===== config.mk =====
export PLATFORM = sky130hd
export DESIGN_NAME = hs_tracker
export DESIGN_NICKNAME = d
export VERILOG_FILES = /design/src/rtl/hs_pkg.sv /design/src/rtl/hs_sync.sv /design/src/rtl/hs_eval.sv /design/src/rtl/hs_cause.sv /design/src/rtl/hs_tracker.sv
export SDC_FILE = /design/constraint.sdc
export NUM_CORES = 1
export LEC_CHECK = 0
export ABC_AREA = 0
export BUFFER_PORTS_ARGS = -buffer_cell sky130_fd_sc_hd__buf_2
export CORE_UTILIZATION = 40
export CTS_CLUSTER_SIZE = 14
export DETAILED_ROUTE_END_ITERATION = 7
export GPL_TIMING_DRIVEN = 0
export SLEW_MARGIN = 5
export SYNTH_ARGS = -nofsm -noshare
export SYNTH_HDL_FRONTEND = slang
export SYNTH_SLANG_ARGS = --single-unit

===== constraint.sdc =====
create_clock -name clk_i -period 3.9 [get_ports clk_i]
set_input_delay 0.585 -clock clk_i [delete_from_list [all_inputs] [get_ports clk_i]]
set_output_delay 0.585 -clock clk_i [all_outputs]
set_load 0.03 [all_outputs]

===== src/rtl/hs_pkg.sv =====
package hs_pkg;
  localparam int NUM_LINES  = 10;
  localparam int LINE_IDX_W = $clog2(NUM_LINES);
  localparam int SYNC_DEPTH = 2;

  localparam int L_SEL_A   = 0;
  localparam int L_SEL_B   = 1;
  localparam int L_VALID   = 2;
  localparam int L_XREQ    = 3;
  localparam int L_BUSY    = 4;
  localparam int L_DONE    = 5;
  localparam int L_LDREQ   = 6;
  localparam int L_ULREQ   = 7;
  localparam int L_READY   = 8;
  localparam int L_ESTOP   = 9;

  typedef enum logic [2:0] {
    ST_IDLE    = 3'd0,
    ST_CARRIER = 3'd1,
    ST_VALID   = 3'd2,
    ST_LOAD    = 3'd3,
    ST_UNLOAD  = 3'd4,
    ST_XFER    = 3'd5,
    ST_DONE    = 3'd6,
    ST_ESTOP   = 3'd7
  } hs_state_e;
endpackage


===== src/rtl/hs_sync.sv =====
module hs_sync #(
  parameter int WIDTH  = 10,
  parameter int STAGES = 2
) (
  input  logic             clk_i,
  input  logic             rst_ni,
  input  logic             clr_i,
  input  logic [WIDTH-1:0] d_i,
  output logic [WIDTH-1:0] q_o
);
  logic [WIDTH-1:0] stage_q [STAGES];

  for (genvar s = 0; s < STAGES; s++) begin : g_stage
    if (s == 0) begin : g_first
      always_ff @(posedge clk_i or negedge rst_ni) begin
        if (!rst_ni)    stage_q[0] <= '0;
        else if (clr_i) stage_q[0] <= '0;
        else            stage_q[0] <= d_i;
      end
    end else begin : g_rest
      always_ff @(posedge clk_i or negedge rst_ni) begin
        if (!rst_ni)    stage_q[s] <= '0;
        else if (clr_i) stage_q[s] <= '0;
        else            stage_q[s] <= stage_q[s-1];
      end
    end
  end

  assign q_o = stage_q[STAGES-1];
endmodule


===== src/rtl/hs_eval.sv =====
module hs_eval
  import hs_pkg::*;
(
  input  logic [NUM_LINES-1:0] map_i,
  output hs_state_e            state_o
);
  always_comb begin
    if (map_i[L_ESTOP])                        state_o = ST_ESTOP;
    else if (map_i[L_DONE])                    state_o = ST_DONE;
    else if (map_i[L_BUSY])                    state_o = ST_XFER;
    else if (map_i[L_VALID] && map_i[L_LDREQ]) state_o = ST_LOAD;
    else if (map_i[L_VALID] && map_i[L_ULREQ]) state_o = ST_UNLOAD;
    else if (map_i[L_VALID])                   state_o = ST_VALID;
    else if (map_i[L_SEL_A] || map_i[L_SEL_B]) state_o = ST_CARRIER;
    else                                       state_o = ST_IDLE;
  end
endmodule


===== src/rtl/hs_cause.sv =====
module hs_cause
  import hs_pkg::*;
(
  input  logic [NUM_LINES-1:0]  diff_i,
  output logic [LINE_IDX_W-1:0] idx_o
);
  // scan downward so the lowest set bit is written last
  always_comb begin
    idx_o = '0;
    for (int i = NUM_LINES - 1; i >= 0; i--) begin
      if (diff_i[i]) idx_o = LINE_IDX_W'(i);
    end
  end
endmodule


===== src/rtl/hs_tracker.sv =====
module hs_tracker
  import hs_pkg::*;
(
  input  logic                  clk_i,
  input  logic                  rst_ni,
  input  logic                  soft_clr_i,
  input  logic [NUM_LINES-1:0]  lines_i,
  output logic [NUM_LINES-1:0]  lines_o,
  output logic [2:0]            state_o,
  output logic                  evt_o,
  output logic [2:0]            evt_old_o,
  output logic [2:0]            evt_new_o,
  output logic [LINE_IDX_W-1:0] evt_line_o
);
  logic [NUM_LINES-1:0]  sync_w;
  logic [NUM_LINES-1:0]  map_q;
  hs_state_e             next_w, state_q, evt_old_q, evt_new_q;
  logic [LINE_IDX_W-1:0] cause_w, evt_line_q;
  logic                  evt_q;

  hs_sync #(.WIDTH(NUM_LINES), .STAGES(SYNC_DEPTH)) u_sync (
    .clk_i(clk_i), .rst_ni(rst_ni), .clr_i(soft_clr_i),
    .d_i(lines_i), .q_o(sync_w)
  );

  hs_eval u_eval (.map_i(sync_w), .state_o(next_w));

  hs_cause u_cause (.diff_i(sync_w ^ map_q), .idx_o(cause_w));

  always_ff @(posedge clk_i or negedge rst_ni) begin
    if (!rst_ni) begin
      map_q      <= '0;
      state_q    <= ST_IDLE;
      evt_q      <= 1'b0;
      evt_old_q  <= ST_IDLE;
      evt_new_q  <= ST_IDLE;
      evt_line_q <= '0;
    end else if (soft_clr_i) begin
      map_q      <= '0;
      state_q    <= ST_IDLE;
      evt_q      <= 1'b0;
    end else begin
      map_q   <= sync_w;
      state_q <= next_w;
      evt_q   <= (next_w != state_q);
      if (next_w != state_q) begin
        evt_old_q  <= state_q;
        evt_new_q  <= next_w;
        evt_line_q <= cause_w;
      end
    end
  end

  assign lines_o    = map_q;
  assign state_o    = state_q;
  assign evt_o      = evt_q;
  assign evt_old_o  = evt_old_q;
  assign evt_new_o  = evt_new_q;
  assign evt_line_o = evt_line_q;

  AST_ESTOP_DOMINATES: assert property (@(posedge clk_i) disable iff (!rst_ni)
    map_q[L_ESTOP] |-> state_q == ST_ESTOP);
  AST_EVT_NEW_IS_STATE: assert property (@(posedge clk_i) disable iff (!rst_ni)
    evt_q |-> evt_new_q == state_q);
  AST_EVT_OLD_IS_PRIOR: assert property (@(posedge clk_i) disable iff (!rst_ni)
    evt_q |-> evt_old_q == $past(state_q));
  AST_EVT_REAL_CHANGE: assert property (@(posedge clk_i) disable iff (!rst_ni)
    evt_q |-> evt_old_q != evt_new_q);
  AST_QUIET_STABLE: assert property (@(posedge clk_i) disable iff (!rst_ni)
    (!evt_q && !$past(soft_clr_i)) |-> $stable(state_q));
  AST_SOFT_CLR: assert property (@(posedge clk_i) disable iff (!rst_ni)
    soft_clr_i |=> (state_q == ST_IDLE && map_q == '0 && !evt_q));
endmodule


==> impl_results.md, run 1 <==
- CTS tree: yes
- Largest net degree at the start of global routing: 45
- 1st-iter DRT viols: 10
- Crit-path cells: nand2b_4 -> a311o_1 -> xnor2_2 -> a31oi_4 -> mux2_2
- FP Rows: 23
- Mapped Area: approximately 1800 um^2
- Pre-antenna DRT Iters: 4
- CP max FO: 10
- Crit-path max cell delay: roughly 0.42 ns
- Vias in the first global route: roughly 1100
- GR Overflow Total: 0
- Tmin final: between 2 and 2.5 ns
- Starting Density: 43.1%
- Worst hold path class: primary input to async pin
- Most frequent cell after synthesis: dfrtp_1
- Peak supply drop: approximately 220 uV
- Maxcap violations: 0
- Htree depth: 2
- Clk slew on worst S/H paths: approximately 0.080 ns
- Routed WL per cell: about 12 um
- Slew Limit Fails: 0
- Die Area: ~4700 um^2
- Crit path arrival time: ~2.2 ns
- Clock sinks: 44
- Synth top cells by count: 44 x dfrtp_1, 30 x nor2b_1, 9 x mux2_2, 9 x xnor2_1
- Post-synthesis sequential area ratio: between 60 and 70%
- Post-Route WL: ~2.8 mm
- Top-Level Pins: 37
- Power density over the cells: ~470 nW/um^2
- Max clock buf depth: 2
- Crit. path cell count: 5
- Share of post-route cells with drive strength above 1: 32.2%
- Relative slew slack: around 39%
- Setup TNS: 0 ns
- Avg Cell Area, Syn: 13.0 um^2
- Via density: between 4 and 5
- PortBufs: 36
- Synth Flop Type: dfrtp_1
- CTS resizes: 0
- Status: completed
- Slowest CP cell: dfrtp_1
- Clock root cell: clkbuf_8
- Routed vias: between 1000 and 1500
- Worst Setup Start Kind: flop
- Post-DP HPWL: 2.10 mm
- Critical path required time: between 4 and 5 ns
- Leading area contributor after synthesis: dfrtp_1
- Die width: between 60 and 70 um
- Post-CTS Setup Inserts: 0
- Synth area leaders: dfrtp_1 62%, nor2b_1 11%, mux2_2 5.7%
- Critical Path End Type: flop
- Total GRT Usage: 14.8%
- Die H: between 60 and 70 um
- P_leak: around 1.0 nW
- RSZ-0062 raised after global routing: false
- Setup-failing EPs final: 0
- Final nets: about 190
- CP Class: flop to flop
- EDFF count, synth: 0
- Number of diodes: 0
- Mapped Nets: between 100 and 150
- Routed Antenna Nets: 0
- Hold Fails Final Rpt: 0
- Worst r2r path cells: 5
- WP buf/inv: 0
- Syn Inst Count: between 100 and 150
- Clock Latency Late Sink: around 0.29 ns
- #FFs+latches synth: 44
- Fmax: 484 MHz
- Fill cells: 390
- Initial antenna violation count: 0
- First-pass GRT wire length: ~4.9 mm
- Post-CTS Hold Buffers: 0
- DR DRC count: 0
- Area grow syn2layout: 18.9%
- Post-synth top area share: between 60% and 70%
- Netlist cell types: 27
- Worst path top cell family by delay: compound AO/OA/AOI/OAI gates
- GPL Wtd Cong: approximately 0.73
- Final period utilization: 52.9%
- End-of-flow core utilization: 51.2%
- CTS Buf Count: 5
- Yosys warnings: 0
- Worst clock skew: ~0.006 ns
- Ys async rst share: 100%
- Least-Margin Pin Slew: approximately 0.92 ns
- Core ar.: between 4000 and 5000 um^2
## logic make-up after synthesis
group,after synthesis,share of synthesized area [%]
simple gates,52,17.8
buf+inv,8,1.69
mux,9,5.72
xor+xnor,13,6.85
flops,44,62.1
compound gates,10,5.79
## worst register-to-register path: stages, from the launching register on
cell	delay, ns
dfrtp_1	0.42
nand2b_4	0.16
a311o_1	0.41
xnor2_2	0.19
a31oi_4	0.39
mux2_2	0.39
## flip-flops by register name (all words and copies together) (netlist names)
name / flops
u_sync.stage_q: 10
state_o: 3
u_sync.q_o: 10
lines_o: 10
evt_line_o: 4
evt_new_o: 3
evt_o: 1
evt_old_o: 3
## metrics by stage
| step | instance area [um^2] | std cells | setup WS, ns | hold slack, ns | total power, mW |
|---|---|---|---|---|---|
| 5_1_grt | 2110 | 230 | 1.69 | 0.494 | 1.05 |
| 3_3_place_gp | 2010 | 222 | 1.87 | 0.445 | 0.720 |
| 3_5_place_dp | 2010 | 222 | 1.80 | 0.451 | 0.726 |
| 6_report | 2110 | 230 | 1.84 | 0.423 | 0.996 |
| 2_1_floorplan | 1770 | 136 | 2.00 | 0.289 | 0.664 |
| 4_1_cts | 2110 | 230 | 1.81 | 0.460 | 1.01 |
## routing by layer
metal	GRT usage [%]	part of all wire, %
met5	0	0
met4	7.81	2.3
met3	5.10	5.4
met2	25.2	50
met1	16.1	42
## path summary, 6_finish.rpt
| check | to | slack [ns] | from |
|---|---|---|---|
| worst max-delay path | evt_new_o[1] | 1.84 | u_sync.q_o[6] |
| worst min-delay path | evt_line_o[0] | 0.42 | rst_ni |
| worst max register to register | evt_new_o[1] | 1.84 | u_sync.q_o[6] |
| worst min register to register | u_sync.q_o[7] | 0.46 | u_sync.stage_q[17] |
| max in group asynchronous | u_sync.q_o[2] | 2.90 | rst_ni |
| min in group clk_i | u_sync.q_o[7] | 0.46 | u_sync.stage_q[17] |
## final cells by class
class	count	area, um^2	area share [%]
multi-input combinational	84	641	30.4
inverter	5	18.8	0.891
timing repair buffer	36	180	8.55
buffer	3	11.3	0.534
sequential	44	1100	52.3
tap	50	62.6	2.97
clock inverter	2	10.0	0.475
clock buffer	6	82.6	3.92
## placed cells by master (no fill, tap or decap), types with 2 or more instances in the layout
| cell type | netlist | final |
|---|---|---|
| nand2b_1 | 4 | 4 |
| buf_2 | 0 | 36 |
| dfrtp_1 | 44 | 44 |
| xor2_1 | 3 | 3 |
| clkbuf_8 | 0 | 6 |
| mux2_2 | 9 | 9 |
| inv_1 | 5 | 5 |
| nor2b_1 | 30 | 30 |
| nor3_1 | 2 | 2 |
| and2_1 | 2 | 2 |
| nand3_1 | 2 | 2 |
| a21oi_1 | 2 | 2 |
| xnor2_1 | 9 | 9 |
| clkinv_2 | 0 | 2 |
| nand2_1 | 2 | 2 |
| nor2_1 | 5 | 5 |
| o21ai_0 | 2 | 2 |
| clkbuf_1 | 3 | 3 |
## report_power, final
group	internal [mW]	switching, mW	leakage (nW)
Combinational	0.0749	0.123	0.414
Clock	0.141	0.142	0.0510
Sequential	0.494	0.0206	0.581
(Power assumes the default switching activity.)
==> run 2: changes to the inputs <==
--- a/config.mk
+++ b/config.mk
@@ -5,7 +5,7 @@
 export SDC_FILE = /design/constraint.sdc
 export NUM_CORES = 1
 export LEC_CHECK = 0
-export ABC_AREA = 0
+export ABC_AREA = 1
 export BUFFER_PORTS_ARGS = -buffer_cell sky130_fd_sc_hd__buf_2
 export CORE_UTILIZATION = 40
 export CTS_CLUSTER_SIZE = 14
==> constraint.sdc (replaced) <==
create_clock -name clk_i -period 1.8 [get_ports clk_i]
set_input_delay 0.27 -clock clk_i [delete_from_list [all_inputs] [get_ports clk_i]]
set_output_delay 0.27 -clock clk_i [all_outputs]
set_load 0.03 [all_outputs]
==> impl_results.md, run 2 <==
- Number of diodes: 0 (unchanged)
- Peak supply drop: 489 uV (+130%)
- Met3 Resource Use GR: 5.77% (+0.67 points)
- End-of-flow core utilization: 49.9% (-1.3 points)
- First-pass GRT wire length: 5.18 mm (+6.7%)
- Largest net degree at the start of global routing: 45 (unchanged)
- GR Util met1: 15.8% (-0.36 points)
- Post-Route WL: 2.93 mm (+3.5%)
- Relative slew slack: 36.9% (-1.6 points)
- Slew Limit Fails: 0 (unchanged)
- Avg Cell Area, Syn: 8.98 um^2 (-31%)
- Fmax: 674 MHz (+39%)
- CTS resizes: 0 (unchanged)
- GPL Wtd Cong: 0.737 (+0.96%)
- Most frequent cell after synthesis: dfrtp_1
- Slowest CP cell: dfrtp_1
- Via density: 4.34 (-8.5%)
- Post-DP HPWL: 2.16 mm (+2.8%)
- CP Class: flop to flop
- Routed WL per cell: 9.72 um (-21%)
- Leading area contributor after synthesis: dfrtp_1
- Total GRT Usage: 13.8% (-1.0 points)
- Share of post-route cells with drive strength above 1: 25.3% (-6.9 points)
- Least-Margin Pin Slew: 0.946 ns (+0.0243 ns)
- Critical path required time: 2.04 ns (-2.04 ns)
- Mapped Nets: 219 (+47%)
- Routed vias: 1306 (+20%)
- Clock sinks: 44 (unchanged)
- Die Area: 4900 um^2 (+4.3%)
- DR DRC count: 0 (unchanged)
- Power density over the cells: 982 nW/um^2 (+110%)
- Worst r2r path cells: 10 (+5)
- Met2 usage: 22.8% (-2.5 points)
- Status: completed
- Mapped Area: 1850 um^2 (+4.4%)
- Critical Path End Type: flop
- Post-synth top area share: 59.5% (-2.6 points)
- RSZ-0062 raised after global routing: false
- PortBufs: 35 (-2.8%)
- Core ar.: 4380 um^2 (+6.5%)
- CTS Buf Count: 5 (unchanged)
- CP max FO: 10 (unchanged)
- Area grow syn2layout: 18.3%
- Tmin final: 1.48 ns (-0.581 ns)
- FP Rows: 24 (+4.3%)
- Most common cell after layout, fill and taps aside: dfrtp_1
- Post-CTS Setup Inserts: 0 (unchanged)
- Ys async rst share: 100% (unchanged)
- Synth area leaders: dfrtp_1 60%, nand2_1 8.5%, nor2_1 7.7%
- Most frequent CP cell: nand2_1
- Post-synthesis sequential area ratio: 59.5% (-2.6 points)
- Clk slew on worst S/H paths: 0.08 ns (about the same)
- Netlist cell types: 18 (-33%)
- Worst clock skew: 0.00308 ns (-0.00291 ns)
- Reg2reg end: evt_new_o[1]
- Fill cells: 448 (+15%)
- Reg-to-reg slack, setup: 0.32 ns (-1.52 ns)
- Setup-failing EPs final: 0 (unchanged)
- WP buf/inv: 1 (+1)
- Syn Inst Count: 206 (+51%)
- Hold Fails Final Rpt: 0 (unchanged)
- Worst Setup Start Kind: flop
- Synth Flop Type: dfrtp_1
- Worst hold path class: primary input to async pin
- Crit-path max cell delay: 0.42 ns (about the same)
- Top-Level Pins: 37 (unchanged)
- P_leak: 1.23 nW (+18%)
- Top Usage Layer GRT: met2
- Starting Density: 42.2% (-0.87 points)
- Crit-path cells: nor2_2 -> nand3_1 -> nand2_1 -> nand2_1 -> nor2_2 -> nand2_2 -> nand2_4 -> buf_12 -> nand2_2 -> nand2_1
- Vias in the first global route: 1175 (+4.7%)
- Htree depth: 2 (unchanged)
- Post-CTS Hold Buffers: 0 (unchanged)
- Final period utilization: 82.4% (+29 points)
- Max clock buf depth: 2 (unchanged)
- Initial antenna violation count: 0 (unchanged)
- Most frequent cells in the layout: 44 x dfrtp_1, 42 x nand2_1, 38 x nor2_1
- 1st-iter DRT viols: 47 (+37)
- RR Startpoint: u_sync.q_o[9]
- Routed Antenna Nets: 0 (unchanged)
- Worst path top cell family by delay: simple AND/OR/NAND/NOR gates
- EDFF count, synth: 0 (unchanged)
- Yosys warnings: 0 (unchanged)
- Die width: 70.0 um (+2.1%)
- Maxcap violations: 0 (unchanged)
- #FFs+latches synth: 44 (unchanged)
- GR Overflow Total: 0 (unchanged)
- Die H: 70.0 um (+2.1%)
- Setup TNS: 0 ns (unchanged)
- CTS tree: yes
- Final nets: 261 (+36%)
- Clock root cell: clkbuf_8
- Synth top cells by count: 44 x dfrtp_1, 42 x nand2_1, 38 x nor2_1, 37 x inv_1, 9 x nand3_1
- Pre-antenna DRT Iters: 4 (unchanged)
- Clock Latency Late Sink: 0.29 ns (about the same)
- Crit path arrival time: 1.72 ns (-0.52 ns)
run 2: layout make-up:
class / instances / area, um^2 / share of cell area, %
clock buffers: 6 / 82.6 / 3.78
clock inverters: 2 / 15.0 / 0.686
plain buffers: 5 / 35.0 / 1.60
well taps: 52 / 65.1 / 2.97
multi-input cells: 117 / 563 / 25.7
inverters: 40 / 150 / 6.86
repair buffers: 35 / 175 / 8.01
flip-flops and latches: 44 / 1100 / 50.3
run 2: cell families after synthesis:
group           share of synthesized area, %
buf+inv                                 10.0
simple gates                            23.5
compound gates                          3.11
flops                                   59.5
xor+xnor                                3.79
run 2: worst reg2reg max path: stages, from the launching register on:
cell	delay, ns
dfrtp_1	0.42
nor2_2	0.21
nand3_1	0.13
nand2_1	0.07
nand2_1	0.05
nor2_2	0.09
nand2_2	0.07
nand2_4	0.12
buf_12	0.16
nand2_2	0.05
nand2_1	0.05
run 2: metal layers:
layer,part of all wire [%],wire length (um),vias up
met4,1.6,48,0
met5,0,0,-
met2,46,1360,35
met1,46,1330,584
met3,6.3,183,6
li1,-,-,681
run 2: how the worst max path moves through the flow:
stage                        from            end  cells after the start
global route        u_sync.q_o[9]  evt_line_o[2]                     10
global placement    u_sync.q_o[9]  evt_line_o[1]                      9
detailed placement  u_sync.q_o[4]   evt_new_o[1]                     11
finish              u_sync.q_o[9]   evt_new_o[1]                     10
floorplan           u_sync.q_o[9]  evt_line_o[1]                      9
CTS                 u_sync.q_o[9]   evt_new_o[1]                     10
run 2: report_power, final:
| part | internal, mW | switching, mW | total [mW] |
|---|---|---|---|
| clock network | 0.310 | 0.330 | 0.640 |
| registers | 1.06 | 0.0403 | 1.10 |
| logic | 0.131 | 0.275 | 0.406 |
run 2: metrics by stage:
step / area, um^2 / hold WS, ns / worst slack (ns) / total power, mW / cells
after floorplan: 1850 / -0.0256 / 0.464 / 1.41 / 206
after detailed placement: 2090 / 0.443 / 0.319 / 1.54 / 293
after global placement: 2090 / 0.436 / 0.324 / 1.53 / 293
final: 2190 / 0.117 / 0.316 / 2.15 / 301
after global routing: 2190 / 0.145 / 0.132 / 2.28 / 301
after CTS: 2190 / 0.151 / 0.307 / 2.18 / 301
